File: config.mk
export PLATFORM = sky130hd
export DESIGN_NAME = sdram_cmd_front
export DESIGN_NICKNAME = d
export VERILOG_FILES = /design/src/rtl/sdram_fe_pkg.sv /design/src/rtl/sdram_cmd_decode.sv /design/src/rtl/sdram_bank_table.sv /design/src/rtl/sdram_dq_ctrl.sv /design/src/rtl/sdram_cmd_front.sv
export SDC_FILE = /design/constraint.sdc
export NUM_CORES = 1
export LEC_CHECK = 0
export CAP_MARGIN = 15
export CORE_ASPECT_RATIO = 1.1
export CORE_MARGIN = 4
export CORE_UTILIZATION = 54
export CTS_CLUSTER_DIAMETER = 30
export DETAILED_ROUTE_END_ITERATION = 10
export PLACE_DENSITY = 0.8
export SLEW_MARGIN = 40
export SYNTH_ARGS = -nofsm -noshare
export SYNTH_HDL_FRONTEND = slang
export SYNTH_SLANG_ARGS = --single-unit
File: constraint.sdc
create_clock -name clk -period 4.46 [get_ports clk]
set_input_delay 1.115 -clock clk [delete_from_list [all_inputs] [get_ports clk]]
set_output_delay 1.115 -clock clk [all_outputs]
set_load 0.005 [all_outputs]
File: src/rtl/sdram_fe_pkg.sv
// Package: shared command encoding for the SDRAM front end.
// Assumes: codes are stable and visible on the cmd_code port.
package sdram_fe_pkg;
    typedef enum logic [2:0] {
        CMD_NOP = 3'd0,
        CMD_ACT = 3'd1,
        CMD_RD  = 3'd2,
        CMD_WR  = 3'd3,
        CMD_PRE = 3'd4
    } cmd_e;
endpackage

File: src/rtl/sdram_cmd_decode.sv
// Module: combinational command decoder.
// Maps the active-low strobes onto a command code.
// Assumes: any pattern without a defined meaning is a no-operation.
module sdram_cmd_decode
    import sdram_fe_pkg::*;
(
    input  logic cs_n,
    input  logic ras_n,
    input  logic cas_n,
    input  logic we_n,
    output cmd_e cmd
);
    // Decode the strobe pattern into a command
    always_comb begin
        cmd = CMD_NOP;
        if (!cs_n) begin
            unique case ({ras_n, cas_n, we_n})
                3'b011:  cmd = CMD_ACT;
                3'b101:  cmd = CMD_RD;
                3'b100:  cmd = CMD_WR;
                3'b010:  cmd = CMD_PRE;
                default: cmd = CMD_NOP;
            endcase
        end
    end
endmodule

File: src/rtl/sdram_bank_table.sv
// Module: per-bank open flag and row register.
// Gives combinational read-out of the selected bank.
// Assumes: the caller has already filtered illegal requests;
// a close request wins over an open on the same bank.
module sdram_bank_table #(
    parameter int NBANK = 4,
    parameter int ROW_W = 12,
    localparam int BANK_W = $clog2(NBANK)
) (
    input  logic              clk,
    input  logic              rst_n,
    input  logic              en,
    input  logic              act_set,
    input  logic              pre_one,
    input  logic              pre_all,
    input  logic [BANK_W-1:0] bank,
    input  logic [ROW_W-1:0]  row_in,
    output logic [NBANK-1:0]  open_o,
    output logic              sel_open,
    output logic [ROW_W-1:0]  sel_row
);
    logic [ROW_W-1:0] rows [NBANK];

    for (genvar g = 0; g < NBANK; g++) begin : g_bank
        // Update one bank's open flag and row on a valid edge
        always_ff @(posedge clk) begin
            if (!rst_n) begin
                open_o[g] <= 1'b0;
                rows[g]   <= '0;
            end else if (en) begin
                if (pre_all || (pre_one && bank == BANK_W'(g))) begin
                    open_o[g] <= 1'b0;
                end else if (act_set && bank == BANK_W'(g)) begin
                    open_o[g] <= 1'b1;
                    rows[g]   <= row_in;
                end
            end
        end
    end

    // Present the state of the addressed bank
    always_comb begin
        sel_open = open_o[bank];
        sel_row  = rows[bank];
    end
endmodule

File: src/rtl/sdram_dq_ctrl.sv
// Module: data-path direction and per-beat enables.
// Keeps the direction of the last column command and gates
// it with the data mask.
// Assumes: set_rd, set_wr and clr are mutually exclusive.
module sdram_dq_ctrl (
    input  logic clk,
    input  logic rst_n,
    input  logic en,
    input  logic set_rd,
    input  logic set_wr,
    input  logic clr,
    input  logic dqm,
    output logic rd_oe,
    output logic wr_en
);
    logic in_rd, in_wr;
    logic nxt_rd, nxt_wr;

    // Direction that applies after this edge
    always_comb begin
        nxt_rd = in_rd;
        nxt_wr = in_wr;
        if (set_rd) begin
            nxt_rd = 1'b1;
            nxt_wr = 1'b0;
        end else if (set_wr) begin
            nxt_rd = 1'b0;
            nxt_wr = 1'b1;
        end else if (clr) begin
            nxt_rd = 1'b0;
            nxt_wr = 1'b0;
        end
    end

    // Register direction and masked enables on valid edges
    always_ff @(posedge clk) begin
        if (!rst_n) begin
            in_rd <= 1'b0;
            in_wr <= 1'b0;
            rd_oe <= 1'b0;
            wr_en <= 1'b0;
        end else if (en) begin
            in_rd <= nxt_rd;
            in_wr <= nxt_wr;
            rd_oe <= nxt_rd & ~dqm;
            wr_en <= nxt_wr & ~dqm;
        end
    end
endmodule

File: src/rtl/sdram_cmd_front.sv
// Module: top of the SDRAM command front end.
// It samples the command pins, filters illegal requests, tracks
// the banks and registers the decoded fields.
// Assumes: cke is sampled every edge; a low cke voids the next edge.
module sdram_cmd_front
    import sdram_fe_pkg::*;
#(
    parameter int NBANK   = 4,
    parameter int ROW_W   = 12,
    parameter int COL_W   = 9,
    parameter int PRE_BIT = 10,
    localparam int BANK_W = $clog2(NBANK)
) (
    input  logic              clk,
    input  logic              rst_n,
    input  logic              cke,
    input  logic              cs_n,
    input  logic              ras_n,
    input  logic              cas_n,
    input  logic              we_n,
    input  logic [ROW_W-1:0]  addr,
    input  logic [BANK_W-1:0] bsel,
    input  logic              dqm,
    output logic              cmd_vld,
    output logic [2:0]        cmd_code,
    output logic [BANK_W-1:0] cmd_bank,
    output logic [ROW_W-1:0]  cmd_row,
    output logic [COL_W-1:0]  cmd_col,
    output logic              prech_all,
    output logic [NBANK-1:0]  bank_open,
    output logic              illegal,
    output logic              rd_oe,
    output logic              wr_en
);
    cmd_e             cmd;
    logic             cke_q;
    logic             edge_ok;
    logic             sel_open;
    logic [ROW_W-1:0] sel_row;
    logic             acc_act, acc_rd, acc_wr, acc_pre, bad;
    logic             accepted;
    cmd_e             acc_code;

    sdram_cmd_decode u_dec (
        .cs_n (cs_n), .ras_n(ras_n), .cas_n(cas_n), .we_n(we_n), .cmd(cmd)
    );

    // Remember cke to decide whether the next edge counts
    always_ff @(posedge clk) begin
        if (!rst_n) cke_q <= 1'b1;
        else        cke_q <= cke;
    end
    assign edge_ok = cke_q;

    // Legality filter against the addressed bank
    always_comb begin
        acc_act  = (cmd == CMD_ACT) && !sel_open;
        acc_rd   = (cmd == CMD_RD)  &&  sel_open;
        acc_wr   = (cmd == CMD_WR)  &&  sel_open;
        acc_pre  = (cmd == CMD_PRE);
        bad      = ((cmd == CMD_RD || cmd == CMD_WR) && !sel_open) ||
                   ((cmd == CMD_ACT) && sel_open);
        accepted = acc_act | acc_rd | acc_wr | acc_pre;
        acc_code = accepted ? cmd : CMD_NOP;
    end

    sdram_bank_table #(.NBANK(NBANK), .ROW_W(ROW_W)) u_banks (
        .clk     (clk),
        .rst_n   (rst_n),
        .en      (edge_ok),
        .act_set (acc_act),
        .pre_one (acc_pre && !addr[PRE_BIT]),
        .pre_all (acc_pre &&  addr[PRE_BIT]),
        .bank    (bsel),
        .row_in  (addr),
        .open_o  (bank_open),
        .sel_open(sel_open),
        .sel_row (sel_row)
    );

    sdram_dq_ctrl u_dq (
        .clk   (clk),
        .rst_n (rst_n),
        .en    (edge_ok),
        .set_rd(acc_rd),
        .set_wr(acc_wr),
        .clr   (acc_pre),
        .dqm   (dqm),
        .rd_oe (rd_oe),
        .wr_en (wr_en)
    );

    // Register the decoded command fields on valid edges
    always_ff @(posedge clk) begin
        if (!rst_n) begin
            cmd_vld   <= 1'b0;
            cmd_code  <= CMD_NOP;
            cmd_bank  <= '0;
            cmd_row   <= '0;
            cmd_col   <= '0;
            prech_all <= 1'b0;
            illegal   <= 1'b0;
        end else if (edge_ok) begin
            cmd_vld   <= accepted;
            cmd_code  <= acc_code;
            illegal   <= bad;
            prech_all <= acc_pre && addr[PRE_BIT];
            if (accepted) cmd_bank <= bsel;
            if (acc_act) cmd_row <= addr;
            else if (acc_rd || acc_wr) cmd_row <= sel_row;
            if (acc_rd || acc_wr) cmd_col <= addr[COL_W-1:0];
        end
    end
endmodule

== Word-level counts from Yosys, hierarchy flattened ==
Memories as Yosys holds them, arrays and structs flattened.
Index checks and enable logic that the tools add are counted.

* Flip-flop bits (word level): 38
* RAM bits: 48
* Input port bits: 22
* Output and inout bits: 35
* Word-level logic and storage cells: 122
* Memories: 1

{| class="wikitable"
|+ Memory list
! name !! words !! width !! rd ports !! clocked after memory_dff !! wr ports !! line !! source
|-
| u_banks.rows || 4 || 12 || 1 || 0 || 4 || sdram_bank_table.sv:22 || <nowiki>logic [ROW_W-1:0] rows [NBANK];</nowiki>
|}

* $lt $le $gt $ge: 1
* Equal/unequal tests: 11
* Muxes and demuxes: 46
* Bitwise operators: 10
* Reduce and logical (&&, ||, !) cells: 37

{| class="wikitable"
|+ Operator list
! operator !! number
|-
| two-way mux 12 bit || 6
|-
| two-way mux 1 bit || 36
|-
| logical AND 1 bit || 15
|-
| AND reduction 2 bit || 7
|-
| == test 3 x 2 -> 1 bit (second input constant) || 4
|-
| one-hot mux 3 bit (4 select lines) || 1
|-
| nonzero test 2 bit || 5
|-
| == test 3 bit (second input constant) || 3
|-
| logical OR 1 bit || 7
|-
| bitwise OR 1 bit || 7
|-
| two-way mux 3 bit || 2
|-
| == test 2 bit (second input constant) || 2
|-
| == test 3 x 1 -> 1 bit (second input constant) || 1
|-
| less-than comparator 2 x 3 -> 1 bit (second input constant) || 1
|-
| bitwise AND 1 bit || 2
|-
| binary-select mux 1 bit (select 2 bit) || 1
|-
| == test 2 x 1 -> 1 bit (second input constant) || 1
|-
| zero test 1 bit || 2
|-
| zero test 2 bit || 1
|-
| inverter 1 bit || 1
|}

== Depth between registers and ports, before layout ==
Gate-level depths: netlist of the first run.

* Depth after elaboration: 12
* Gate-level depth with buffers: 7
* Depth with buffers taken out: 4

== Cells and area by module ==
Synthesis of the first run repeated with hierarchy kept, for this count alone.

* Cell total of the unflattened synthesis: 328
* Area, all modules: 3960.0 um2

{| class="wikitable"
|+ By module, submodules not included
! module !! instances !! cells each !! area an instance (um2) !! seq. area each (um2)
|-
| sdram_bank_table || 1 || 158 || 2348.5 || 1521.5
|-
| sdram_cmd_front || 1 || 145 || 1385.1 || 600.6
|-
| sdram_dq_ctrl || 1 || 20 || 188.9 || 80.1
|-
| sdram_cmd_decode || 1 || 5 || 37.5 || 0.0
|}

== Worst setup path after synthesis of the first run ==
OpenSTA, ideal clock, no wires.

* Path kind: input-to-reg
* Start point: input bsel[0]
* End point: memory u_banks.rows[3][0] (enable)
* Setup time: 398 ps
* Arrival time: 3139 ps
* Required time: 4062 ps
* Setup slack: 923 ps
* Stages: 4
* Path buffers: 1
* Cells stage by stage: buf_6 -> mux4_2 -> or3_1 -> o21ai_0

{| class="wikitable"
|+ RTL lines
! what !! line !! source
|-
| start, declared || sdram_cmd_front.sv:22 || <nowiki>input logic [BANK_W-1:0] bsel,</nowiki>
|-
| end, declared || sdram_bank_table.sv:22 ||
|}

==> impl_metrics.toml, run 1 <==
[clocking]
cts_tree = "built"
htree_levels = 3
clkSlewWorstSetupHoldPaths_ns = 0.09
post_cts_buffers = 0
cts_root_buffer = "clkbuf_8"
cts_resized = 0
numCtsBuffers = 9
clock_path_buffers = 2
clkSinkCount = 86
insertion_delay_ns = 0.35
ctsHoldBuffers = 0

[cells_and_area]
nets = 394
area_delta_synth_final_pct = 21.8
fillerInstances = 477
final-seq-area_um2 = 2200
drive_gt1_frac = 0.125
layout.core_utilization = 0.692
mostFrequentLayoutCells = "56 x clkdlybuf4s50_1, 48 x and2_1, 48 x edfxtp_1, 38 x dfxtp_1, 32 x nand2_1"
multi_input_area_um2 = 1470
diodes = 0
final_common_cell = "clkdlybuf4s50_1"
final_cells = 459

[setup_path]
startpoint_type = "input pin"
r2r-start = "u_banks.open_o[3]$_SDFFE_PN0P_"
cp-endpoint = "u_banks.rows[2][8]$_SDFFCE_PN0P_"
crit_path_max_incr_delay_ns = 0.69
path_cells = "clkdlybuf4s50_1, mux4_2, or3_1, nor3_2, and2_1"
slowest_stage = "or3_1"
worst_ep_arrival_time_ns = 3.93
worstSetupPathType = "in -> reg"
cp-end-kind = "flop"
crit_start = "bsel[0]"
regToRegEndpoint = "u_banks.rows[2][8]$_SDFFCE_PN0P_"
rrSetupSlack_ns = 1.76
cp_data_required_time_ns = 4.68
reg2regPathDepth = 4
critPathMaxFanout = 14

[detailed_routing]
via_per_inst = 5.90
wl_per_cell_um = 19.7
post-route-drc-count = 0
drt_iter0_drc = 319
drt-pass1-iter-count = 4
drt-total-wl_mm = 9.04
ant_nets = 0
vias = 2709

[placement]
dp_cells = 443
dp_hpwl_mm = 6.12
gp_congestion = 0.915
port_buffers = 56

[synthesis]
synth_area_um2 = 3810
yosys_register_bits = 86
synthAdderAreaFrac = 0
yosys.area_share.xor_xnor = 0
ys_seq_area_frac = 0.578
netlist_instances = 320
synthSimpleGateAreaFrac = 0.194
yosys_warnings = 0
synth_top_family_by_area = "simple AND/OR/NAND/NOR gates"
synth.area.mux_share = 0.108
synth-compound-area-share = 0.0844
synthDistinctLibCells = 40
synth_fp_nets = 342
syn_avg_cell_area_um2 = 11.9

[sta]
setup_viol = 0
worst_hold_slack_ns = 0.459
fmax_mhz = 269
finClkSkew_ns = 0.00637
maxSlewHeadroom = 0.532
slew_viol_final = 0
period_share = 0.832
fin_crit_ns = 3.71
hold_violations = 0
grt_setup_unrepaired = "no"
fin_tns_setup_ns = 0
worst_pin_slew_ns = 0.698

[run_status]
status = "finished, final reports clean"

[global_routing]
gr-usage-all-layers = 0.230
grt_overflow = 0
antenna_found_initial = 0
grt_pass1_wl_mm = 14.3
grt_max_degree = 25
grt_pass1_vias = 2764

[die]
die_w_um = 88.1
row_count = 31
dieArea_um2 = 8460
die_y_um = 96.1
core_um2 = 6710
start_util = 0.568
ioPinCount = 57

[flow_run]
max_cap_viol_count = 0

[power]
power_mw = 1.57
irDropWorstVdd_mv = 0.226
p_leak_nw = 1.75
p_per_area_nw_per_um2 = 339

[min_path]
hold_path_depth = 2
hp-class = "reg -> reg"
per-stage QoR:
| step | area, um2 | setup WS, ns |
|---|---|---|
| finish | 4640 | 0.749 |
| global route | 4640 | 0.554 |
| CTS | 4640 | 0.724 |
| detailed placement | 4430 | 0.376 |
| global placement | 4430 | 0.425 |
| floorplan | 3810 | 0.923 |
synth_stat cells:
library cell	n	area share
a211o_1	1	0.0023
nand2b_1	7	0.011
a311oi_1	1	0.0023
and3_1	2	0.0033
mux4_2	13	0.077
dfxtp_1	38	0.20
clkbuf_1	15	0.015
nor3_1	15	0.020
edfxtp_1	48	0.38
nor3b_1	1	0.0020
inv_1	4	0.0039
and3b_1	1	0.0023
nor2_1	13	0.013
nor3_2	1	0.0026
buf_4	1	0.0020
nand2_1	32	0.032
nand3_1	3	0.0039
a2111oi_0	1	0.0023
buf_6	2	0.0059
clkbuf_2	3	0.0039
and2_1	48	0.079
buf_2	3	0.0039
mux2i_1	12	0.032
nand3b_1	1	0.0020
a22oi_1	1	0.0020
a32o_1	3	0.0079
nor4_1	1	0.0016
o22ai_1	1	0.0016
o21ai_0	7	0.0092
nor2b_1	1	0.0016
a21boi_0	1	0.0020
or3_1	2	0.0033
a21oi_1	15	0.020
nor4_4	1	0.0056
buf_1	1	0.00098
a22o_1	1	0.0023
a211oi_1	12	0.024
a31o_2	4	0.0092
nor3_4	2	0.0085
or4b_2	1	0.0026
area by class of cell:
class | count | share of cell area
clock buffers | 9 | 0.0267
clock inverters | 7 | 0.0191
inverters | 4 | 0.00324
multi-input cells | 205 | 0.317
flip-flops and latches | 86 | 0.475
well taps | 82 | 0.0221
repair buffers | 66 | 0.137
where the power goes:
| part | leakage [nW] | switching (mW) | internal (mW) | total, mW |
|---|---|---|---|---|
| combinational | 0.820 | 0.0662 | 0.0578 | 0.124 |
| clock | 0.103 | 0.278 | 0.311 | 0.589 |
| sequential | 0.824 | 0.00865 | 0.852 | 0.861 |
flip-flops by register name, summed over array words and instances (netlist names), 2 cells and up:
register / flops
u_banks.rows: 48
cmd_row: 12
cmd_col: 9
u_banks.open_o: 4
cmd_code: 3
cmd_bank: 2
how the worst min path moves through the flow:
stage                             from                      end  slack [ns]
2_1_floorplan  u_dq.rd_oe$_SDFFE_PN0P_  u_dq.rd_oe$_SDFFE_PN0P_        0.45
3_3_place_gp   cmd_col[4]$_SDFFE_PN0P_  cmd_col[4]$_SDFFE_PN0P_        0.44
3_5_place_dp   cmd_col[2]$_SDFFE_PN0P_  cmd_col[2]$_SDFFE_PN0P_        0.45
4_1_cts        cmd_col[3]$_SDFFE_PN0P_  cmd_col[3]$_SDFFE_PN0P_        0.46
5_1_grt        cmd_col[0]$_SDFFE_PN0P_  cmd_col[0]$_SDFFE_PN0P_        0.48
6_report       cmd_col[3]$_SDFFE_PN0P_  cmd_col[3]$_SDFFE_PN0P_        0.46
kinds of logic after synthesis:
family,Yosys count
simple gates,132
flops,86
compound gates,48
buf+inv,29
mux,25
per-layer routing:
metal	wire length, um	global-route usage	vias up
met5	0	0	-
met4	243	0.0982	0
met3	560	0.0420	24
met2	4520	0.376	84
met1	3710	0.303	1346
li1	-	-	1255
critical path, delay by kind of cell:
family,cells,cell delay (ns)
AND/OR/NAND/NOR,3,1.59
buffers and inverters,1,0.55
multiplexers,1,0.67
Power figures use the tool's default switching activity.
==> run 2: changes to the inputs <==
==> constraint.sdc (replaced) <==
create_clock -name clk -period 3.5 [get_ports clk]
set_input_delay 0.875 -clock clk [delete_from_list [all_inputs] [get_ports clk]]
set_output_delay 0.875 -clock clk [all_outputs]
set_load 0.005 [all_outputs]
==> run 2 against run 1 <==
  * Die area stayed put
  * Cell area is 2.0% higher
  * Routed wire length is 0.76% lower
  * Cell count is 2.4% higher
  * Combinational power is 33% higher
  * Worst hold slack worse by 0.0013 ns
  * Core utilization is 1.4 points higher
  * Global-route usage is 0.084 points higher
  * Largest power group unchanged
  * Via count is 2.2% higher
  * Worst setup slack worse by 0.23 ns
  * Count of clock-buffer cells in the layout is 2 higher
  * Non-clock buffer count is 11 higher
==> impl_metrics.toml, run 2 (same netlist as run 1, synthesis figures left out) <==
[run_status]
status = "finished, final reports clean"

[placement]
dp_hpwl_mm = 6.13
port_buffers = 56
gp_congestion = 0.911

[detailed_routing]
post-route-drc-count = 0
vias = 2769
ant_nets = 0
wl_per_cell_um = 19.1
drt-pass1-iter-count = 5
via_per_inst = 5.89
drt-total-wl_mm = 8.97
drt_iter0_drc = 157

[sta]
fmax_mhz = 335
period_share = 0.852
hold_violations = 0
grt_setup_unrepaired = "no"
finClkSkew_ns = 0.0121
worst_pin_slew_ns = 0.548
setup_viol = 0
maxSlewHeadroom = 0.632
fin_tns_setup_ns = 0
fin_crit_ns = 2.98
slew_viol_final = 0

[cells_and_area]
reg.largest.list = "u_banks.rows x48, cmd_row x12, cmd_col x9"
final-seq-area_um2 = 2200
drive_gt1_frac = 0.152
nets = 405
diodes = 0
layout.core_utilization = 0.706
max_flop_register = "u_banks.rows"
final_common_cell = "clkdlybuf4s50_1"
largest_reg_flops = 48
area_delta_synth_final_pct = 24.3
mostFrequentLayoutCells = "56 x clkdlybuf4s50_1, 48 x and2_1, 48 x edfxtp_1, 38 x dfxtp_1, 32 x nand2_1"
fillerInstances = 479
multi_input_area_um2 = 1470

[global_routing]
grt_pass1_vias = 2786
antenna_found_initial = 0
grt_pass1_wl_mm = 14.3
gr-usage-all-layers = 0.231
grt_max_degree = 30
grt_overflow = 0

[die]
die_y_um = 96.1
row_count = 31
dieArea_um2 = 8460
core_um2 = 6710
start_util = 0.568
ioPinCount = 57
die_w_um = 88.1

[power]
p_per_area_nw_per_um2 = 413
comb_power_share = 0.084
p_int_mw = 1.49
clkPwrFrac = 0.355
swShare = 0.238
irDropWorstVdd_mv = 0.286
switchingPower_uw = 465
seq_power_share = 0.561
p_leak_nw = 1.81

[min_path]
hp-class = "reg -> reg"
whs_endpoint = "cmd_col[3]$_SDFFE_PN0P_"
hold_path_depth = 2
hp-start = "cmd_col[3]$_SDFFE_PN0P_"

[clocking]
insertion_delay_ns = 0.36
cts_resized = 0
clkSlewWorstSetupHoldPaths_ns = 0.08
cts_root_buffer = "clkbuf_8"
cts_tree = "built"
clock_path_buffers = 2
ctsHoldBuffers = 0
htree_levels = 3
numCtsBuffers = 9
post_cts_buffers = 0
clkSinkCount = 86

[setup_path]
path_cells = "clkdlybuf4s50_1, mux4_2, or3_1, nor3_4, and2_1"
cp-end-kind = "flop"
cp_data_required_time_ns = 3.72
critPathMaxFanout = 13
worst_ep_arrival_time_ns = 3.20
rrSetupSlack_ns = 1.26
slowest_stage = "mux4_2"
worstSetupPathType = "in -> reg"
path_delay_family = "simple AND/OR/NAND/NOR gates"
reg2regPathDepth = 4
startpoint_type = "input pin"
r2r-start = "u_banks.open_o[3]$_SDFFE_PN0P_"
crit_path_max_incr_delay_ns = 0.56
regToRegEndpoint = "u_banks.rows[1][4]$_SDFFCE_PN0P_"
critical_path_buf_inv_count = 1

[flow_run]
max_cap_viol_count = 0
-- run 2: routing by layer --
layer  vias to the layer above  GRT usage  part of all wire
li1                       1286          -                 -
met1                      1364      0.298              0.41
met2                       104      0.378              0.51
met5                         -          0                 0
met3                        15     0.0599             0.065
met4                         0     0.0844             0.018
-- run 2: power groups by stage --
stage	combinational (mW)	clock [mW]	sequential [mW]
2_1_floorplan	0.0854	0	1.12
3_3_place_gp	0.161	0	1.12
3_5_place_dp	0.165	0	1.12
4_1_cts	0.165	0.703	1.10
5_1_grt	0.178	0.740	1.10
6_report	0.165	0.694	1.10
-- run 2: cell type report --
type,instances,share of cell area
clock buffers,11,0.0343
clock inverters,5,0.00793
inverters,4,0.00317
multi-input cells,205,0.311
flip-flops and latches,86,0.465
well taps,82,0.0217
repair buffers,77,0.157
-- run 2: how the worst max path moves through the flow --
| stage | from | endpoint | slack, ns | cells after the start |
|---|---|---|---|---|
| 3_5_place_dp | bsel[0] | u_banks.rows[1][4]$_SDFFCE_PN0P_ | 0.17 | 5 |
| 6_report | bsel[0] | u_banks.rows[1][4]$_SDFFCE_PN0P_ | 0.52 | 5 |
| 2_1_floorplan | bsel[0] | u_banks.rows[3][0]$_SDFFCE_PN0P_ | 0.20 | 4 |
| 5_1_grt | bsel[0] | u_banks.rows[1][4]$_SDFFCE_PN0P_ | 0.45 | 5 |
| 3_3_place_gp | bsel[0] | u_banks.rows[1][9]$_SDFFCE_PN0P_ | 0.17 | 5 |
| 4_1_cts | bsel[0] | u_banks.rows[1][4]$_SDFFCE_PN0P_ | 0.53 | 5 |
-- run 2: metrics by stage --
stage	worst slack (ns)	cells	total power [mW]	hold WS, ns	cell area, um2
floorplan	0.203	320	1.20	0.449	3810
global placement	0.173	454	1.28	0.443	4540
detailed placement	0.165	454	1.28	0.448	4540
CTS	0.530	470	1.96	0.459	4740
global route	0.445	470	2.02	0.474	4740
finish	0.518	470	1.95	0.458	4740
-- run 2: worst register-to-register path: stages, from the launching register on --
cell	delay, ns
dfxtp_1	0.35
mux4_2	0.52
or3_1	0.55
nor3_4	0.48
and2_1	0.21
==> run 3: changes to the inputs <==
--- a/config.mk
+++ b/config.mk
@@ -6,12 +6,14 @@
 export NUM_CORES = 1
 export LEC_CHECK = 0
 export CAP_MARGIN = 15
+export CELL_PAD_IN_SITES_DETAIL_PLACEMENT = 2
+export CELL_PAD_IN_SITES_GLOBAL_PLACEMENT = 2
 export CORE_ASPECT_RATIO = 1.1
 export CORE_MARGIN = 4
-export CORE_UTILIZATION = 54
+export CORE_UTILIZATION = 36
 export CTS_CLUSTER_DIAMETER = 30
 export DETAILED_ROUTE_END_ITERATION = 10
-export PLACE_DENSITY = 0.8
+export PLACE_DENSITY_LB_ADDON = 0.1
 export SLEW_MARGIN = 40
 export SYNTH_ARGS = -nofsm -noshare
 export SYNTH_HDL_FRONTEND = slang
==> run 3 against run 2 <==
  * Maximum frequency shrank 4.2%
  * Critical path depth rose by 2
  * Core utilization shrank 23 points
  * Flip-flop and latch count is the same
  * Clock skew is 0.0076 ns lower
  * Worst hold slack better by 0.0061 ns
  * Critical path type unchanged
  * Largest power group unchanged
==> impl_metrics.toml, run 3 (same netlist as run 1, synthesis figures left out) <==
[setup_path]
worstSetupPathType = "in -> reg"
crit_cells = 7
path_cells = "clkdlybuf4s50_1, mux4_2, or3_1, buf_4, nor3_4, buf_4, and2_1"
cp_data_required_time_ns = 3.71
slowest_stage = "clkdlybuf4s50_1"
timing.critical_path.mode_cell = "buf_4"
critPathMaxFanout = 13
reg2regPathDepth = 6
worst_ep_arrival_time_ns = 3.32
critical_path_buf_inv_count = 3
rrSetupSlack_ns = 1.25
crit_start = "bsel[0]"
startpoint_type = "input pin"
cp-endpoint = "u_banks.rows[1][10]$_SDFFCE_PN0P_"
regToRegEndpoint = "u_banks.rows[1][10]$_SDFFCE_PN0P_"
r2r-start = "u_banks.open_o[0]$_SDFFE_PN0P_"
path_delay_family = "buffers and inverters"
crit_path_max_incr_delay_ns = 0.60
cp-end-kind = "flop"

[clocking]
cts_tree = "built"
ctsHoldBuffers = 0
cts_root_buffer = "clkbuf_16"
clock_path_buffers = 2
insertion_delay_ns = 0.34
clkSlewWorstSetupHoldPaths_ns = 0.06
post_cts_buffers = 0
htree_levels = 3
clkSinkCount = 86
cts_resized = 0
numCtsBuffers = 9

[power]
p_per_area_nw_per_um2 = 454
p_int_mw = 1.72
swShare = 0.227
switchingPower_uw = 503
irDropWorstVdd_mv = 0.269
comb_power_share = 0.078
clkPwrFrac = 0.427
seq_power_share = 0.494
p_leak_nw = 1.85

[flow_run]
max_cap_viol_count = 0

[cells_and_area]
multi_input_area_um2 = 1470
layout.core_utilization = 0.473
final_cells = 532
max_flop_register = "u_banks.rows"
nets = 406
fillerInstances = 1051
mostFrequentLayoutCells = "56 x clkdlybuf4s50_1, 48 x and2_1, 48 x edfxtp_1, 38 x dfxtp_1, 32 x nand2_1"
drive_gt1_frac = 0.147
area_delta_synth_final_pct = 28.5
final-seq-area_um2 = 2200
diodes = 0
stdcell_area_um2 = 4900
final_common_cell = "clkdlybuf4s50_1"
reg.largest.list = "u_banks.rows x48, cmd_row x12, cmd_col x9"
largest_reg_flops = 48

[detailed_routing]
via_per_inst = 5.11
drt-pass1-iter-count = 4
drt_iter0_drc = 84
drt-total-wl_mm = 10.8
vias = 2721
ant_nets = 0
wl_per_cell_um = 20.3
post-route-drc-count = 0

[global_routing]
grt_pass1_vias = 2955
grt_pass1_wl_mm = 17.1
gr-usage-all-layers = 0.185
antenna_found_initial = 0
grt_overflow = 0
grt_max_degree = 30

[sta]
fin_tns_setup_ns = 0
worst_slack_ns = 0.386
finClkSkew_ns = 0.00448
fin_crit_ns = 3.11
hold_violations = 0
setup_viol = 0
slew_viol_final = 0
maxSlewHeadroom = 0.694
worst_pin_slew_ns = 0.457
period_share = 0.890
grt_setup_unrepaired = "no"
fmax_mhz = 321

[placement]
gp_congestion = 0.770
dp_cells = 516
preCtsSetupSlack_ns = 0.0154
port_buffers = 56
dp_hpwl_mm = 7.59
postPlaceCellArea_um2 = 4610

[run_status]
status = "finished, final reports clean"

[die]
die_w_um = 106
start_util = 0.368
die_y_um = 116
ioPinCount = 57
dieArea_um2 = 12300
core_um2 = 10300
row_count = 39

[min_path]
hp-class = "reg -> reg"
hold_path_depth = 2
-- run 3: cell count changes in the layout (fill, tap and decap cells not counted), sizes merged --
cell / previous run / this run
clkinv: 1 / 4
clkinvlp: 2 / 0
buf: 21 / 22
bufinv: 0 / 1
clkbuf: 11 / 10
inv: 6 / 5
-- run 3: stage by stage --
stage	total power [mW]	hold slack, ns
floorplan	1.20	0.449
global placement	1.29	0.445
detailed placement	1.30	0.452
CTS	2.25	0.471
global route	2.31	0.502
finish	2.22	0.464
-- run 3: how the worst min path moves through the flow --
| stage | start | end | slack, ns |
|---|---|---|---|
| 6_report | cmd_col[5]$_SDFFE_PN0P_ | cmd_col[5]$_SDFFE_PN0P_ | 0.46 |
| 5_1_grt | cmd_col[2]$_SDFFE_PN0P_ | cmd_col[2]$_SDFFE_PN0P_ | 0.50 |
| 4_1_cts | cmd_col[5]$_SDFFE_PN0P_ | cmd_col[5]$_SDFFE_PN0P_ | 0.47 |
| 3_5_place_dp | cmd_col[4]$_SDFFE_PN0P_ | cmd_col[4]$_SDFFE_PN0P_ | 0.45 |
| 3_3_place_gp | u_dq.rd_oe$_SDFFE_PN0P_ | u_dq.rd_oe$_SDFFE_PN0P_ | 0.45 |
| 2_1_floorplan | u_dq.rd_oe$_SDFFE_PN0P_ | u_dq.rd_oe$_SDFFE_PN0P_ | 0.45 |
-- run 3: layout make-up --
class,count,area share
well taps,143,0.0365
clock inverters,6,0.0123
repair buffers,78,0.151
multi-input cells,205,0.301
flip-flops and latches,86,0.450
clock buffers,10,0.0468
inverters,4,0.00307
-- run 3: metal layers --
| layer | share of wire | vias up | track usage |
|---|---|---|---|
| met5 | 0 | - | 0 |
| met4 | 0.015 | 0 | 0.0613 |
| met3 | 0.035 | 13 | 0.0384 |
| li1 | - | 1284 | - |
| met1 | 0.44 | 1379 | 0.232 |
| met2 | 0.51 | 45 | 0.322 |
-- run 3: power groups by stage --
stage	Combinational (mW)	Clock (mW)	Sequential, mW
finish	0.174	0.949	1.10
global route	0.188	1.02	1.10
CTS	0.177	0.975	1.10
detailed placement	0.176	0	1.12
global placement	0.171	0	1.12
floorplan	0.0854	0	1.12
-- run 3: tightest hold or removal path, delay by kind of cell (launching register included) --
kind	cells	cell delay, ns
compound gates	1	0.06
flops	1	0.31
simple gates	1	0.05
